<file path="config.mk">
export PLATFORM = sky130hd
export DESIGN_NAME = hbx_bridge_xlate
export DESIGN_NICKNAME = d
export VERILOG_FILES = /design/src/rtl/hbx_pkg.sv /design/src/rtl/hbx_ecam_decode.sv /design/src/rtl/hbx_window_match.sv /design/src/rtl/hbx_cpl_shape.sv /design/src/rtl/hbx_bridge_xlate.sv
export SDC_FILE = /design/constraint.sdc
export NUM_CORES = 1
export LEC_CHECK = 0
export ABC_CLOCK_PERIOD_IN_PS = 4140
export CAP_MARGIN = 40
export CORE_AREA = 3 3 181 183
export CTS_BUF_LIST = sky130_fd_sc_hd__clkbuf_16
export CTS_CLUSTER_SIZE = 14
export DETAILED_ROUTE_END_ITERATION = 16
export DIE_AREA = 0 0 184 186
export DONT_BUFFER_PORTS = 1
export PLACE_DENSITY = 0.49
export SLEW_MARGIN = 10
export SYNTH_ARGS = -nofsm -noshare
export SYNTH_HDL_FRONTEND = slang
export SYNTH_HIERARCHICAL = 1
export SYNTH_SLANG_ARGS = --single-unit
</file>
<file path="constraint.sdc">
create_clock -name clk -period 4.14 [get_ports clk]
set_input_delay 0.828 -clock clk [delete_from_list [all_inputs] [get_ports clk]]
set_output_delay 0.828 -clock clk [all_outputs]
set_load 0.05 [all_outputs]
</file>
<file path="src/rtl/hbx_pkg.sv">
// Shared widths and types for the host bridge request translator.
// Assumes a 32-bit processor address and a full 256-bus configuration aperture.
package hbx_pkg;
    localparam int BUS_W       = 8;
    localparam int DEV_W       = 5;
    localparam int FN_W        = 3;
    localparam int REG_W       = 12;
    localparam int ECAM_SPAN_W = BUS_W + DEV_W + FN_W + REG_W;

    typedef enum logic [1:0] {
        CPL_OK    = 2'b00,
        CPL_UR    = 2'b01,
        CPL_NODEV = 2'b10,
        CPL_OTHER = 2'b11
    } cpl_status_e;

    typedef enum logic [1:0] {
        ST_IDLE = 2'b00,
        ST_CFG  = 2'b01,
        ST_MEM  = 2'b10
    } xlate_state_e;

    typedef struct packed {
        logic [BUS_W-1:0] bus;
        logic [DEV_W-1:0] dev;
        logic [FN_W-1:0]  fn;
        logic [REG_W-1:0] regno;
    } cfg_target_t;
endpackage

</file>
<file path="src/rtl/hbx_ecam_decode.sv">
// Decides whether an address falls in the configuration aperture and
// splits its offset into bus/device/function/register fields.
// Assumes the aperture is naturally aligned to its own size.
module hbx_ecam_decode
    import hbx_pkg::*;
#(
    parameter int ADDR_W = 32
) (
    input  logic [ADDR_W-1:0]             addr,
    input  logic [ADDR_W-ECAM_SPAN_W-1:0] ecam_sel,
    output logic                          hit,
    output cfg_target_t                   tgt
);
    // Compare the upper bits and reinterpret the offset as fields.
    always_comb begin
        hit = (addr[ADDR_W-1:ECAM_SPAN_W] == ecam_sel);
        tgt = cfg_target_t'(addr[ECAM_SPAN_W-1:0]);
    end
endmodule

</file>
<file path="src/rtl/hbx_window_match.sv">
// Tests an address against a set of inclusive base/limit windows.
// Assumes base <= limit for every enabled window; disabled windows never match.
module hbx_window_match #(
    parameter int ADDR_W  = 32,
    parameter int NUM_WIN = 3
) (
    input  logic [ADDR_W-1:0]         addr,
    input  logic [NUM_WIN*ADDR_W-1:0] win_base,
    input  logic [NUM_WIN*ADDR_W-1:0] win_limit,
    input  logic [NUM_WIN-1:0]        win_en,
    output logic                      hit
);
    logic [NUM_WIN-1:0] hit_vec;

    for (genvar i = 0; i < NUM_WIN; i++) begin : g_win
        // One comparator pair per window.
        always_comb begin
            hit_vec[i] = win_en[i]
                      && (addr >= win_base[i*ADDR_W +: ADDR_W])
                      && (addr <= win_limit[i*ADDR_W +: ADDR_W]);
        end
    end

    // Any enabled window claims the address.
    always_comb hit = |hit_vec;
endmodule

</file>
<file path="src/rtl/hbx_cpl_shape.sv">
// Turns a configuration completion into response data and error flag.
// Failed reads give all ones; on the root bus they are not reported as errors.
module hbx_cpl_shape
    import hbx_pkg::*;
#(
    parameter int DATA_W = 32
) (
    input  logic              is_read,
    input  logic              on_root,
    input  cpl_status_e       status,
    input  logic [DATA_W-1:0] data,
    output logic [DATA_W-1:0] rdata,
    output logic              err
);
    // Apply the all-ones substitution and error rules.
    always_comb begin
        if (status == CPL_OK) begin
            rdata = is_read ? data : '0;
            err   = 1'b0;
        end else if (is_read) begin
            rdata = '1;
            err   = !on_root;
        end else begin
            rdata = '0;
            err   = 1'b1;
        end
    end
endmodule

</file>
<file path="src/rtl/hbx_bridge_xlate.sv">
// Top of the host bridge request translator. Classifies each processor
// request as configuration, outbound memory or unclaimed; issues one
// downstream request at a time and returns a single-cycle response.
// Assumes completions arrive no earlier than the cycle the strobe is seen.
module hbx_bridge_xlate
    import hbx_pkg::*;
#(
    parameter int              ADDR_W   = 32,
    parameter int              DATA_W   = 32,
    parameter int              NUM_WIN  = 3,
    parameter logic [BUS_W-1:0] ROOT_BUS = '0
) (
    input  logic                          clk,
    input  logic                          rst_n,
    input  logic [ADDR_W-ECAM_SPAN_W-1:0] ecam_sel,
    input  logic [NUM_WIN*ADDR_W-1:0]     win_base,
    input  logic [NUM_WIN*ADDR_W-1:0]     win_limit,
    input  logic [NUM_WIN-1:0]            win_en,
    input  logic                          req_valid,
    output logic                          req_ready,
    input  logic                          req_write,
    input  logic [ADDR_W-1:0]             req_addr,
    input  logic [DATA_W-1:0]             req_wdata,
    output logic                          rsp_valid,
    output logic                          rsp_err,
    output logic [DATA_W-1:0]             rsp_rdata,
    output logic                          cfg_valid,
    output logic                          cfg_write,
    output logic [BUS_W-1:0]              cfg_bus,
    output logic [DEV_W-1:0]              cfg_dev,
    output logic [FN_W-1:0]               cfg_fn,
    output logic [REG_W-1:0]              cfg_reg,
    input  logic                          cfg_done,
    input  logic [1:0]                    cfg_status,
    input  logic [DATA_W-1:0]             cfg_rdata,
    output logic                          mem_valid,
    output logic                          mem_write,
    output logic [ADDR_W-1:0]             mem_addr,
    output logic [DATA_W-1:0]             fwd_wdata,
    input  logic                          mem_done,
    input  logic                          mem_err,
    input  logic [DATA_W-1:0]             mem_rdata
);
    xlate_state_e      state;
    logic              ecam_hit;
    logic              win_hit;
    cfg_target_t       dec_tgt;
    cfg_target_t       tgt_q;
    logic              fwd_write;
    logic              pend_read;
    logic              pend_root;
    logic [DATA_W-1:0] shp_rdata;
    logic              shp_err;
    cpl_status_e       cpl_stat;
    logic              accept;

    hbx_ecam_decode #(.ADDR_W(ADDR_W)) u_ecam (
        .addr     (req_addr),
        .ecam_sel (ecam_sel),
        .hit      (ecam_hit),
        .tgt      (dec_tgt)
    );

    hbx_window_match #(.ADDR_W(ADDR_W), .NUM_WIN(NUM_WIN)) u_win (
        .addr      (req_addr),
        .win_base  (win_base),
        .win_limit (win_limit),
        .win_en    (win_en),
        .hit       (win_hit)
    );

    // Cast the raw status bits into the completion enum.
    always_comb cpl_stat = cpl_status_e'(cfg_status);

    hbx_cpl_shape #(.DATA_W(DATA_W)) u_shape (
        .is_read (pend_read),
        .on_root (pend_root),
        .status  (cpl_stat),
        .data    (cfg_rdata),
        .rdata   (shp_rdata),
        .err     (shp_err)
    );

    // Ready only when nothing is in flight.
    always_comb begin
        req_ready = (state == ST_IDLE);
        accept    = req_valid && req_ready;
    end

    // Drive the configuration target fields from the captured request.
    always_comb begin
        cfg_bus   = tgt_q.bus;
        cfg_dev   = tgt_q.dev;
        cfg_fn    = tgt_q.fn;
        cfg_reg   = tgt_q.regno;
        cfg_write = fwd_write;
        mem_write = fwd_write;
    end

    // Request sequencing: capture, forward, wait for completion, respond.
    always_ff @(posedge clk) begin
        if (!rst_n) begin
            state     <= ST_IDLE;
            cfg_valid <= 1'b0;
            mem_valid <= 1'b0;
            rsp_valid <= 1'b0;
            rsp_err   <= 1'b0;
            rsp_rdata <= '0;
            tgt_q     <= '0;
            fwd_write <= 1'b0;
            fwd_wdata <= '0;
            mem_addr  <= '0;
            pend_read <= 1'b0;
            pend_root <= 1'b0;
        end else begin
            cfg_valid <= 1'b0;
            mem_valid <= 1'b0;
            rsp_valid <= 1'b0;
            case (state)
                ST_IDLE: begin
                    if (accept) begin
                        pend_read <= !req_write;
                        fwd_write <= req_write;
                        fwd_wdata <= req_wdata;
                        if (ecam_hit) begin
                            cfg_valid <= 1'b1;
                            tgt_q     <= dec_tgt;
                            pend_root <= (dec_tgt.bus == ROOT_BUS);
                            state     <= ST_CFG;
                        end else if (win_hit) begin
                            mem_valid <= 1'b1;
                            mem_addr  <= req_addr;
                            state     <= ST_MEM;
                        end else begin
                            rsp_valid <= 1'b1;
                            rsp_err   <= 1'b1;
                            rsp_rdata <= '0;
                        end
                    end
                end
                ST_CFG: begin
                    if (cfg_done) begin
                        rsp_valid <= 1'b1;
                        rsp_err   <= shp_err;
                        rsp_rdata <= shp_rdata;
                        state     <= ST_IDLE;
                    end
                end
                ST_MEM: begin
                    if (mem_done) begin
                        rsp_valid <= 1'b1;
                        rsp_err   <= mem_err;
                        rsp_rdata <= pend_read ? mem_rdata : '0;
                        state     <= ST_IDLE;
                    end
                end
                default: state <= ST_IDLE;
            endcase
        end
    end

    // Configuration strobe follows an aperture hit with the same direction.
    assert_cfg_dir_R1: assert property (@(posedge clk) disable iff (!rst_n)
        cfg_valid |-> ($past(accept && ecam_hit) && cfg_write == $past(req_write)));

    // Aperture wins over windows: never two downstream strobes at once.
    assert_one_port_R2: assert property (@(posedge clk) disable iff (!rst_n)
        !(cfg_valid && mem_valid));

    // Forwarded address is the untranslated processor address.
    assert_no_xlate_R4: assert property (@(posedge clk) disable iff (!rst_n)
        mem_valid |-> ($past(win_hit) && mem_addr == $past(req_addr)));

    // Failed configuration reads always answer with all ones.
    assert_fail_ones_R6: assert property (@(posedge clk) disable iff (!rst_n)
        $past(state == ST_CFG && cfg_done && pend_read && cfg_status != 2'b00)
        |-> (rsp_valid && rsp_rdata == '1));

    // Root-bus failed reads are not errors.
    assert_root_noerr_R7: assert property (@(posedge clk) disable iff (!rst_n)
        $past(state == ST_CFG && cfg_done && pend_read && pend_root) |-> !rsp_err);

    // No new request is taken while one is in flight.
    assert_single_flight_R10: assert property (@(posedge clk) disable iff (!rst_n)
        (cfg_valid || mem_valid) |-> !req_ready);
endmodule

</file>
* After elaboration in Yosys (flattened, before gate mapping)
Cells that the tools add are included. W data, S select, Z words.
Word-level totals: memories kept 0, logic and storage cells 87, input bits 336, bits in latches 0, bits in writable memories 0, ROM bits 0, bits in registers 133
Cells by class: reductions and logical operators 21, div/mod/pow operators 0, $lt $le $gt $ge 6, multiplexer cells 32, shift-type cells 0, equality and inequality tests 9, $mul 0, bitwise logic cells 4, add/sub/neg operators 0
Operators with widths (count):
- $mux W32 | 9
- $ge A32 B32 Y1 | 3
- $le A32 B32 Y1 | 3
- $pmux W32 S3 | 1
- $mux W1 | 14
- $mux W2 | 5
- $logic_not A8 Y1 | 1
- $ne A2 B2 Y1 const B | 4
- $reduce_and A4 Y1 | 2
- $logic_and A1 B1 Y1 | 7
- $pmux W1 S3 | 2
- $pmux W2 S3 | 1
- $reduce_and A3 Y1 | 2
- $reduce_and A6 Y1 | 1
- $eq A4 B4 Y1 | 1
- $logic_not A2 Y1 | 2
- $not A1 Y1 | 4
- $reduce_or A4 Y1 | 1
- $ne A3 B1 Y1 const B | 1
- $reduce_bool A3 Y1 | 1
- $reduce_or A3 Y1 | 1
- $eq A2 B1 Y1 const B | 1
- $eq A2 B2 Y1 const B | 1
- $logic_not A1 Y1 | 2
- 2 further kinds | 2

* Logic depth before layout (Yosys ltp)
Gate-level depths: netlist (run 1).
depth after elaboration 8, gate-level depth with buffers 15

* By module
The synthesis (run 1) kept the hierarchy.
Modules (own cells, without submodules):
- hbx_bridge_xlate | cells each 637, area an instance 5469.0 um2, sequential area each 2662.6 um2, times used 1
- hbx_window_match | cells each 658, area an instance 4768.3 um2, sequential area each 0.0 um2, times used 1
- hbx_cpl_shape | cells each 45, area an instance 392.9 um2, sequential area each 0.0 um2, times used 1
- hbx_ecam_decode | cells each 33, area an instance 257.7 um2, sequential area each 0.0 um2, times used 1

* Worst setup path before layout (run 1)
OpenSTA, ideal clock, no wires.
path type input to register, start in req_addr[0], end reg rsp_rdata[0], setup time 0.119 ns, data arrival time 3.496 ns, stages on the path 14, path slack 0.525 ns, required time 4.021 ns, path buffers 2, path through inv_1 > ha_1 > nand2b_4 > a2111oi_4 > o31ai_1 > a2111oi_1 > o31ai_1 > a32oi_1 > o221ai_1 > o21ai_0 > or3b_1 > buf_6 > buf_12 > mux2i_1
On the way: cells in the longest elaborated chain, start to end 6, elaborated cells between the ends (all ways) 15, those cells by class 6 x order compare; 1 x eq/ne; 8 x reduce/logical
RTL lines:
- start: declaration | line hbx_bridge_xlate.sv:22 | input logic [ADDR_W-1:0] req_addr,
- $ge A32 B32 Y1 | line hbx_window_match.sv:19 | && (addr >= win_base[i*ADDR_W +: ADDR_W])
- $logic_and A1 B1 Y1 | line hbx_window_match.sv:19
- $logic_and A1 B1 Y1 | line hbx_window_match.sv:20 | && (addr <= win_limit[i*ADDR_W +: ADDR_W]);
- $reduce_or A3 Y1 (*) | line hbx_window_match.sv:25 | always_comb hit = |hit_vec;
- via win_hit | line hbx_bridge_xlate.sv:46 | logic win_hit;
- $ne A2 B2 Y1 (no line) (*)
- $reduce_and A6 Y1 (no line) (*)
- end signal: assignment | line hbx_bridge_xlate.sv:145 | rsp_rdata <= shp_rdata;
- end signal: assignment | line hbx_bridge_xlate.sv:153 | rsp_rdata <= pend_read ? mem_rdata : '0;
- end: declaration | line hbx_bridge_xlate.sv:26 | output logic [DATA_W-1:0] rsp_rdata,
The timed path passes the listed nets; every way through them passes the cells marked *. A chain may end at the register's enable or synchronous reset.

* Worst setup path after layout (run 1)
start in req_addr[0], end reg rsp_rdata[10]
The elaborated chain is that of the path after synthesis.

==> results of run 1 <==
[layer usage]
| layer | wire length, um | vias up |
|---|---|---|
| met5 | 0 | - |
| met4 | 330 | 0 |
| met3 | 3152 | 17 |
| met2 | 17700 | 327 |
| met1 | 15430 | 4213 |
| li1 | - | 4587 |
[cells by family after synthesis]
| logic type | Yosys count |
|---|---|
| compound gates | 329 |
| xor+xnor | 4 |
| fa+ha+maj | 196 |
| buf+inv | 289 |
| flops | 133 |
| mux | 33 |
| simple gates | 389 |
[cell type report]
| class | count | area (sq um) |
|---|---|---|
| clock buffer | 17 | 425.4 |
| clock inverter | 15 | 217.7 |
| tap | 402 | 503.0 |
| multi-input combinational | 951 | 6913 |
| inverter | 197 | 740.7 |
| fill | 3333 | 19700 |
| timing repair buffer | 22 | 234.0 |
| sequential | 133 | 2663 |
[cell usage in the layout (no fill, tap or decap), types with 5 or more instances in the layout]
cell type,count
nor2_1,19
a22o_1,32
nand3_1,12
nand4_1,30
nor4_1,9
a211oi_1,6
a21o_1,30
mux2i_1,33
buf_4,15
clkbuf_16,17
and4_1,6
a21oi_1,64
o21ai_0,24
and2_1,5
o31a_1,33
a21boi_1,94
dfxtp_1,133
nand2_1,286
inv_1,195
o211ai_1,6
ha_1,196
o21a_1,5
[worst max-delay path, delay by kind of cell]
kind,cells,cell delay (ns)
buffers and inverters,3,0.40
AOI/OAI and AO/OA,7,1.86
adders and majority gates,1,0.26
and+or+nand+nor,2,0.62
muxes,1,0.15
[power groups by stage]
stage | Sequential (mW) | Clock (mW) | Combinational, mW
6_report | 1.59 | 1.66 | 0.808
5_1_grt | 1.60 | 1.77 | 0.924
4_1_cts | 1.59 | 1.70 | 0.814
3_5_place_dp | 1.62 | 0 | 0.807
3_3_place_gp | 1.63 | 0 | 0.784
2_1_floorplan | 1.60 | 0 | 0.694
[final timing paths]
kind              cells after the start             to         from  slack [ns]
setup reg to reg                      8    mem_addr[3]     state[0]        1.46
setup / recovery                     14  rsp_rdata[10]  req_addr[0]        0.27
hold reg to reg                       2      pend_root    pend_root        0.46
hold / removal                        2      pend_root    pend_root        0.46
[per-stage QoR]
step / area, sq um / cells / setup slack [ns]
detailed placement: 11040 / 1705 / -0.6301
finish: 11700 / 1737 / 0.2676
global route: 11700 / 1737 / 0.03432
CTS: 11690 / 1737 / 0.01157
global placement: 11000 / 1702 / -0.5671
floorplan: 10890 / 1373 / 0.5251
[repair_timing]
| action | 4_1_cts | 5_1_grt |
|---|---|---|
| setup endpoints to repair | 45 | 33 |
| resized for setup | 1 | 1 |
| setup buffers | 0 | 0 |
| hold buffers | 0 | 0 |
==> impl_metrics.tcl, run 1 <==
set metrics [dict create \
    final_util_pct 37.26 \
    fp-row-count 65 \
    hold_viol_final 0 \
    die_h_um 186 \
    ys_top_cells_by_area "dfxtp_1 (24%), ha_1 (23%), nand2_1 (9.9%), inv_1 (6.7%), a21boi_1 (6.5%)" \
    totalWireLength_mm 36.62 \
    drt_iter0_drc 395 \
    post-route-min-period_ns 3.872 \
    final.period_utilization_pct 93.54 \
    syn_area_sq_mm 0.01089 \
    core_area_sq_mm 0.03139 \
    grt_pass1_vias 8806 \
    met2_usage_pct 34.30 \
    cts_tree "built" \
    ys_dominant_reg_cell "dfxtp_1" \
    grt_pass1_wl_mm 52.93 \
    vias_per_cell 5.264 \
    synth.net_count 1905 \
    yosysSeqAreaShare_pct 24.45 \
    maxCapViolCount 0 \
    io_pins 467 \
    endpoint_kind "flip-flop" \
    p_sw_share_pct 32.74 \
    synthMuxAreaShare_pct 3.034 \
    max-slew-margin-rel_pct 46.38 \
    synth_edf_count 0 \
    worst_slew_pin_slew_ns 0.8016 \
    total_power_mw 4.058 \
    io_buffers 0 \
    top_regs "fwd_wdata: 32 flops, mem_addr: 32 flops, rsp_rdata: 32 flops" \
    hold_class "flip-flop to flip-flop" \
    synth_compound_area_share_pct 21.90 \
    drv_slew 0 \
    grt_use_total_pct 20.20 \
    num-nets-final 1854 \
    seq_power_share_pct 39.2 \
    synth_top_family_by_area "adder cells" \
    drc 0 \
    rsz0062_at_grt "false" \
    clkPwrFrac_pct 40.8 \
    async_reset_ff_share_pct 0 \
    fmax_mhz 258.2 \
    root_buffer "clkbuf_16" \
    comb_power_share_pct 19.9 \
    cts_buffers 17 \
    synth_adder_area_share_pct 22.52 \
    final_antenna_net_count 0 \
    synth.most_common_cell "nand2_1" \
    p_switching_mw 1.328 \
    overflow 0 \
    synth.top_cell.area_share_pct 24.45 \
    cts.path.max_buffers 2 \
    arrival_ns 4.16 \
    gp_congestion 0.8336 \
    start_util_pct 34.68 \
    p_int_mw 2.730 \
    die_w_um 184 \
    slowest_delay_ns 0.49 \
    clk_pin_slew_ns 0.06 \
    p_leak_nw 5.601 \
    clock-sinks 133 \
    yosys_warnings 6 \
    yosysTopAreaCell "dfxtp_1" \
    antenna_cells 0 \
    start_kind "input pin" \
    ys_ff_latch 133 \
    clock_skew_ns 0.008410 \
    cp.required_ns 4.43 \
    hold_slack_ns 0.4642 \
    met1_usage_pct 25.24 \
    critical-path-slowest-cell "or3b_2" \
    synthTopCellsByCount "nand2_1 (286), ha_1 (196), inv_1 (195)" \
    wl_per_cell_um 21.08 \
    fp.dieArea_sq_mm 0.03422 \
    clk-insertion-delay-late_ns 0.42 \
    met3_usage_pct 6.742 \
    synth-xor-area-share_pct 0.3218 \
    synth-simple-area-share_pct 15.55 \
    vias 9144 \
    outcome "finished clean" \
    peakVddDrop_mv 0.2849 \
    power_density_mw_per_mm2 346.9 \
    antenna_found_initial 0 \
    critPathKind "input pin to flip-flop" \
    grt_max_degree 137 \
    path_cells "inv_1 -> buf_4 -> ha_1 -> nand2b_1 -> a31oi_1 -> o221ai_1 -> a211oi_2 -> o21ai_0 -> a221oi_2 -> o221ai_1 -> o21ai_0 -> or3b_2 -> buf_12 -> mux2i_1" \
    fin_tns_setup_ns 0 \
    dp_hpwl_mm 28.66 \
    first_pass_iters 5 \
    setup_violations 0 \
    crit_path_max_fanout 33 \
    htreeDepth 4 \
    syn_avg_cell_area_sq_um 7.930 \
    drive_above_1_share_pct 4.869 \
    syn-instance-count 1373 \
    grt-busiest-layer "met2" \
    syn2layout_area_growth_pct 7.423 \
    synth.distinct_cells 64 \
]
(Power assumes the default switching activity.)
==> inputs of run 2 (changes only) <==
PLACE_DENSITY = 0.47   (was 0.49)
SYNTH_HIERARCHICAL = default   (was 1)
==> run 2 against run 1 <==
Against the previous run: worst setup slack improved by 0.61 ns; synthesized cell count fell by 6.2%; register-to-register slack worse by 0.11 ns; sequential cell count is the same; count of clock-buffer cells in the layout did not move; routed wire length down 2.9%; fmax is 19% higher; cell area fell by 3.9%; non-clock buffer count shrank 5; combinational power increased by 4.1%; critical endpoint is now rsp_rdata[30].
==> impl_metrics.tcl, run 2 <==
set metrics [dict create \
    outcome "finished clean" \
    maxCapViolCount 0 \
    gp_congestion 0.8067 \
    antenna_found_initial 0 \
    core_area_sq_mm 0.03139 \
    io_buffers 0 \
    clock_skew_ns 0.009442 \
    hold_class "flip-flop to flip-flop" \
    vias 8766 \
    cp.required_ns 4.48 \
    drive_above_1_share_pct 4.810 \
    syn-instance-count 1288 \
    syn_area_sq_mm 0.01019 \
    mostFrequentLayoutCells "nand2_1 (206), ha_1 (196), inv_1 (193)" \
    syn2layout_area_growth_pct 10.26 \
    met1_usage_pct 24.26 \
    htreeDepth 4 \
    start_util_pct 32.48 \
    vias_per_cell 5.184 \
    fp-row-count 65 \
    syn_avg_cell_area_sq_um 7.915 \
    drc 0 \
    grt_max_degree 63 \
    die_w_um 184 \
    p_sw_share_pct 33.98 \
    postCtsSetupBuffers 0 \
    critPathKind "input pin to flip-flop" \
    final_antenna_net_count 0 \
    p_leak_nw 5.572 \
    dp_hpwl_mm 28.64 \
    grt-busiest-layer "met2" \
    endpoint_kind "flip-flop" \
    crit_cells 12 \
    multi_input_area_sq_mm 0.006560 \
    wl_per_cell_um 21.03 \
    first_pass_iters 4 \
    num-nets-final 1808 \
    post-route-min-period_ns 3.261 \
    synth.top_cell.area_share_pct 26.12 \
    totalWireLength_mm 35.56 \
    root_buffer "clkbuf_16" \
    die_h_um 186 \
    comb_power_share_pct 20.9 \
    grt_pass1_wl_mm 50.92 \
    power_density_mw_per_mm2 358.1 \
    drv_slew 0 \
    grt_use_total_pct 19.63 \
    ys_top_cells_by_area "dfxtp_1 (26%), ha_1 (24%), nand2_1 (7.6%), inv_1 (7.1%), a21oi_1 (6.8%)" \
    arrival_ns 3.60 \
    yosys_warnings 0 \
    crit_path_max_fanout 33 \
    overflow 0 \
    met3_usage_pct 6.859 \
    p_int_mw 2.658 \
    cpLargestDelayFamily "simple AND/OR/NAND/NOR gates" \
    worstSetupStartpoint "win_base[95]" \
    synth.distinct_cells 57 \
    yosysSeqAreaShare_pct 26.12 \
    synth.net_count 1820 \
    r2r_cells 9 \
    cp_num_buf_inv 2 \
    fin_tns_setup_ns 0 \
    top_regs "fwd_wdata: 32 flops, mem_addr: 32 flops, rsp_rdata: 32 flops" \
    max-slew-margin-rel_pct 44.16 \
    seq_power_share_pct 39.9 \
    clk-insertion-delay-late_ns 0.42 \
    ys_dominant_reg_cell "dfxtp_1" \
    cts.path.max_buffers 2 \
    critical-path-slowest-cell "nor4_1" \
    final.period_utilization_pct 78.76 \
    seqCellArea_sq_mm 0.002663 \
    cts_resized 0 \
    drt_iter0_drc 484 \
    clock-sinks 133 \
    worst_slew_pin_slew_ns 0.8356 \
    met2_usage_pct 33.71 \
    r2r-start "state[0]" \
    dp.cells 1659 \
    endpoint "rsp_rdata[30]" \
    clk_pin_slew_ns 0.06 \
    fillers 3331 \
    antenna_cells 0 \
    synth_edf_count 0 \
    setup_violations 0 \
    grt_pass1_vias 8500 \
    async_reset_ff_share_pct 0 \
    slowest_delay_ns 0.73 \
    cts_buffers 17 \
    final_common_cell "nand2_1" \
    fmax_mhz 306.7 \
    yosysTopAreaCell "dfxtp_1" \
    ys_ff_latch 133 \
    cts_tree "built" \
    rsz0062_at_grt "false" \
    path_cells "inv_1 -> ha_1 -> nand4_1 -> nor4_1 -> a221oi_1 -> o21ai_1 -> a31o_1 -> and3_1 -> nor3_4 -> a31oi_4 -> buf_12 -> mux2i_1" \
    io_pins 467 \
    cts_hold_buf 0 \
    fp.dieArea_sq_mm 0.03422 \
    peakVddDrop_mv 0.2693 \
    hold_viol_final 0 \
    reg2reg_to "mem_addr[2]" \
    ff2ff_setup_slack_ns 1.35 \
    clkPwrFrac_pct 39.2 \
    synthTopCellsByCount "nand2_1 (206), ha_1 (196), inv_1 (193)" \
    synth.most_common_cell "nand2_1" \
    start_kind "input pin" \
    p_switching_mw 1.368 \
    fin_cells 1691 \
]
run 2: cell types whose count changed after synthesis, sizes merged, moves of 10 or more:
cell	previous run	this run
o21ai	25	62
mux2i	33	65
nor2	19	53
a21o	30	18
a21boi	95	0
o31a	33	0
buf	59	7
a21oi	64	140
nand2	286	206
nand3	12	22
run 2: tightest hold or removal path: stages, from the launching register on:
cell and delay [ns]:
dfxtp_1 0.32, nand2_1 0.06, a21oi_1 0.06
run 2: layout make-up:
cell class                      instances  share of cell area (%)
Inverter                              194                   6.500
Clock buffer                           17                   3.784
Timing Repair Buffer                   17                   1.592
Multi-Input combinational cell        913                   58.36
Sequential cell                       133                   23.69
Tap cell                              402                   4.475
Clock inverter                         15                   1.603
run 2: per-stage QoR:
stage	util (%)	worst slack, ns	instance area [sq um]	total power [mW]	hold slack [ns]
6_report	35.81	0.8793	11240	4.026	0.4822
5_1_grt	35.81	0.6825	11240	4.262	0.4980
4_1_cts	35.81	0.8663	11240	4.090	0.4895
3_5_place_dp	33.88	0.4536	10640	2.484	0.4806
3_3_place_gp	33.63	0.4473	10560	2.463	0.4799
2_1_floorplan	-	0.9449	10190	2.297	0.4366
run 2: kinds of logic after synthesis:
kind of cell / synth area share, %
compound gates: 17.67
xor+xnor: 0.3436
fa+ha+maj: 24.05
buf+inv: 9.610
flops: 26.12
mux: 6.382
simple gates: 15.82
run 2: how the worst min path moves through the flow:
stage	endpoint	depth (start not counted)	start	slack, ns
floorplan	pend_root	2	pend_root	0.44
global placement	pend_root	2	pend_root	0.48
detailed placement	pend_root	2	pend_root	0.48
finish	pend_root	2	pend_root	0.48
CTS	pend_root	2	pend_root	0.49
global route	pend_root	2	pend_root	0.50
run 2: routing by layer:
layer / up-vias / share of wire [%]
li1: 4430 / -
met1: 4022 / 42
met2: 300 / 49
met3: 14 / 8.3
met4: 0 / 0.62
met5: - / 0
run 2: power groups by stage:
| stage | Combinational (mW) | Sequential, mW | Clock (mW) |
|---|---|---|---|
| 2_1_floorplan | 0.685 | 1.61 | 0 |
| 3_5_place_dp | 0.847 | 1.64 | 0 |
| 4_1_cts | 0.853 | 1.61 | 1.63 |
| 5_1_grt | 0.966 | 1.61 | 1.68 |
| 3_3_place_gp | 0.822 | 1.64 | 0 |
| 6_report | 0.841 | 1.61 | 1.58 |
==> inputs of run 3 (changes only) <==
ABC_CLOCK_PERIOD_IN_PS = 3050   (was 4140)
clock period = 3.05 ns   (was 4.14 ns; I/O delays follow)
==> run 3 against run 2 <==
Against the previous run: count of clock-buffer cells in the layout stayed put; die area unchanged; register-to-register slack worse by 0.51 ns; routed wire length is 1.0% higher; critical path type unchanged; critical endpoint is now rsp_rdata[3]; largest cell class unchanged; highest routed layer unchanged.
==> impl_metrics.tcl, run 3 (same netlist as run 2, synthesis figures left out) <==
set metrics [dict create \
    outcome "finished clean" \
    path_cells "inv_1 -> ha_1 -> nand4_1 -> nor4_1 -> a221oi_1 -> o21ai_1 -> a31o_1 -> and3_1 -> nor3_4 -> a31oi_4 -> buf_12 -> mux2i_1" \
    rsz0062_at_grt "false" \
    fp-row-count 65 \
    dp_hpwl_mm 28.64 \
    antenna_found_initial 1 \
    min_path_cells 2 \
    grt_pass1_vias 8721 \
    totalWireLength_mm 35.92 \
    max-slew-margin-rel_pct 49.64 \
    cts_buffers 17 \
    overflow 0 \
    clk_pin_slew_ns 0.06 \
    clock_skew_ns 0.008314 \
    fp.dieArea_sq_mm 0.03422 \
    root_buffer "clkbuf_16" \
    hold_start "req_addr[9]" \
    top_regs "fwd_wdata: 32 flops, mem_addr: 32 flops, rsp_rdata: 32 flops" \
    peakVddDrop_mv 0.3443 \
    power_density_mw_per_mm2 495.1 \
    start_util_pct 32.48 \
    fmax_mhz 354.3 \
    grt_use_total_pct 19.87 \
    core_area_sq_mm 0.03139 \
    gp_congestion 0.8005 \
    ff2ff_setup_slack_ns 0.84 \
    slowest_delay_ns 0.55 \
    num-nets-final 1837 \
    cp_num_buf_inv 2 \
    vias 8824 \
    wl_per_cell_um 20.89 \
    die_h_um 186 \
    fillers 3331 \
    start_kind "input pin" \
    post-route-min-period_ns 2.823 \
    htreeDepth 4 \
    worst_slew_pin_slew_ns 0.7554 \
    reg2reg_to "rsp_rdata[3]" \
    final_common_cell "nand2_1" \
    hold_slack_ns 0.3190 \
    dpl_cell_area_sq_mm 0.01087 \
    vias_per_cell 5.130 \
    io_buffers 0 \
    final_antenna_net_count 0 \
    arrival_ns 3.16 \
    final.period_utilization_pct 92.55 \
    grt_max_degree 55 \
    grt_pass1_wl_mm 51.71 \
    drt_iter0_drc 402 \
    final_util_pct 36.72 \
    fin_tns_setup_ns 0 \
    crit_path_max_fanout 33 \
    drv_slew 0 \
    io_pins 467 \
    cp.required_ns 3.39 \
    cts.path.max_buffers 2 \
    endpoint_kind "flip-flop" \
    maxCapViolCount 0 \
    cpLargestDelayFamily "simple AND/OR/NAND/NOR gates" \
    critPathKind "input pin to flip-flop" \
    die_w_um 184 \
    syn2layout_area_growth_pct 13.08 \
    hold_viol_final 0 \
    pre_cts_ws_ns -0.2298 \
    clock-sinks 133 \
    critical-path-slowest-cell "nor4_1" \
    first_pass_iters 6 \
    final_area_sq_mm 0.01153 \
    p_leak_nw 5.747 \
    whs_endpoint "cfg_reg[9]" \
    drive_above_1_share_pct 6.682 \
    r2r-start "state[0]" \
    postCtsSetupBuffers 0 \
    cts_tree "built" \
    setup_violations 0 \
    clk-insertion-delay-late_ns 0.42 \
    r2r_cells 8 \
    cts_resized 0 \
    mostFrequentLayoutCells "nand2_1 (206), ha_1 (196), inv_1 (194)" \
    hold_class "input pin to flip-flop" \
    drc 0 \
    setup_ws_ns 0.2272 \
    cts_hold_buf 0 \
]
## run 3: cell types whose count changed in the layout (fill, tap and decap cells not counted), moves of 2 or more
cell and delta:
bufinv_16 +3, clkinv_2 -2, buf_8 -2, buf_4 +28
clkinvlp_4 -2, buf_12 +4
## run 3: worst max path at each step
stage,from,to,cells past startpoint
floorplan,req_addr[0],mem_addr[3],12
global placement,win_base[66],mem_addr[0],13
detailed placement,win_base[66],mem_addr[10],13
CTS,win_base[66],mem_addr[10],13
global route,win_limit[95],rsp_rdata[22],13
finish,win_base[93],rsp_rdata[3],12
## run 3: metrics by stage
| step | total power, mW | instances |
|---|---|---|
| after floorplan | 3.119 | 1288 |
| after global placement | 3.395 | 1686 |
| after detailed placement | 3.418 | 1688 |
| after CTS | 5.791 | 1719 |
| after global routing | 6.034 | 1720 |
| final | 5.708 | 1720 |
## run 3: cell type report
cell class | count | area, sq um | share of cell area, %
Antenna cell | 1 | 2.502 | 0.02171
Sequential cell | 133 | 2663 | 23.10
Tap cell | 402 | 503.0 | 4.363
Clock buffer | 17 | 425.4 | 3.690
Timing Repair Buffer | 46 | 411.6 | 3.571
Multi-Input combinational cell | 913 | 6560 | 56.90
Inverter | 194 | 730.7 | 6.338
Clock inverter | 14 | 232.7 | 2.019
## run 3: report_power, final
part / switching [mW] / total [mW] / internal [mW]
Sequential: 0.356 / 2.18 / 1.82
Clock: 0.811 / 2.34 / 1.53
Combinational: 0.662 / 1.19 / 0.528
Total: 1.83 / 5.71 / 3.88
## run 3: per-layer routing
layer  vias up  track usage, %  share of wire, %
met4         0           4.112               1.1
met5         -               0                 0
met2       310           33.71                48
met1      4014           24.33                42
li1       4479               -                 -
met3        21           7.192               8.7
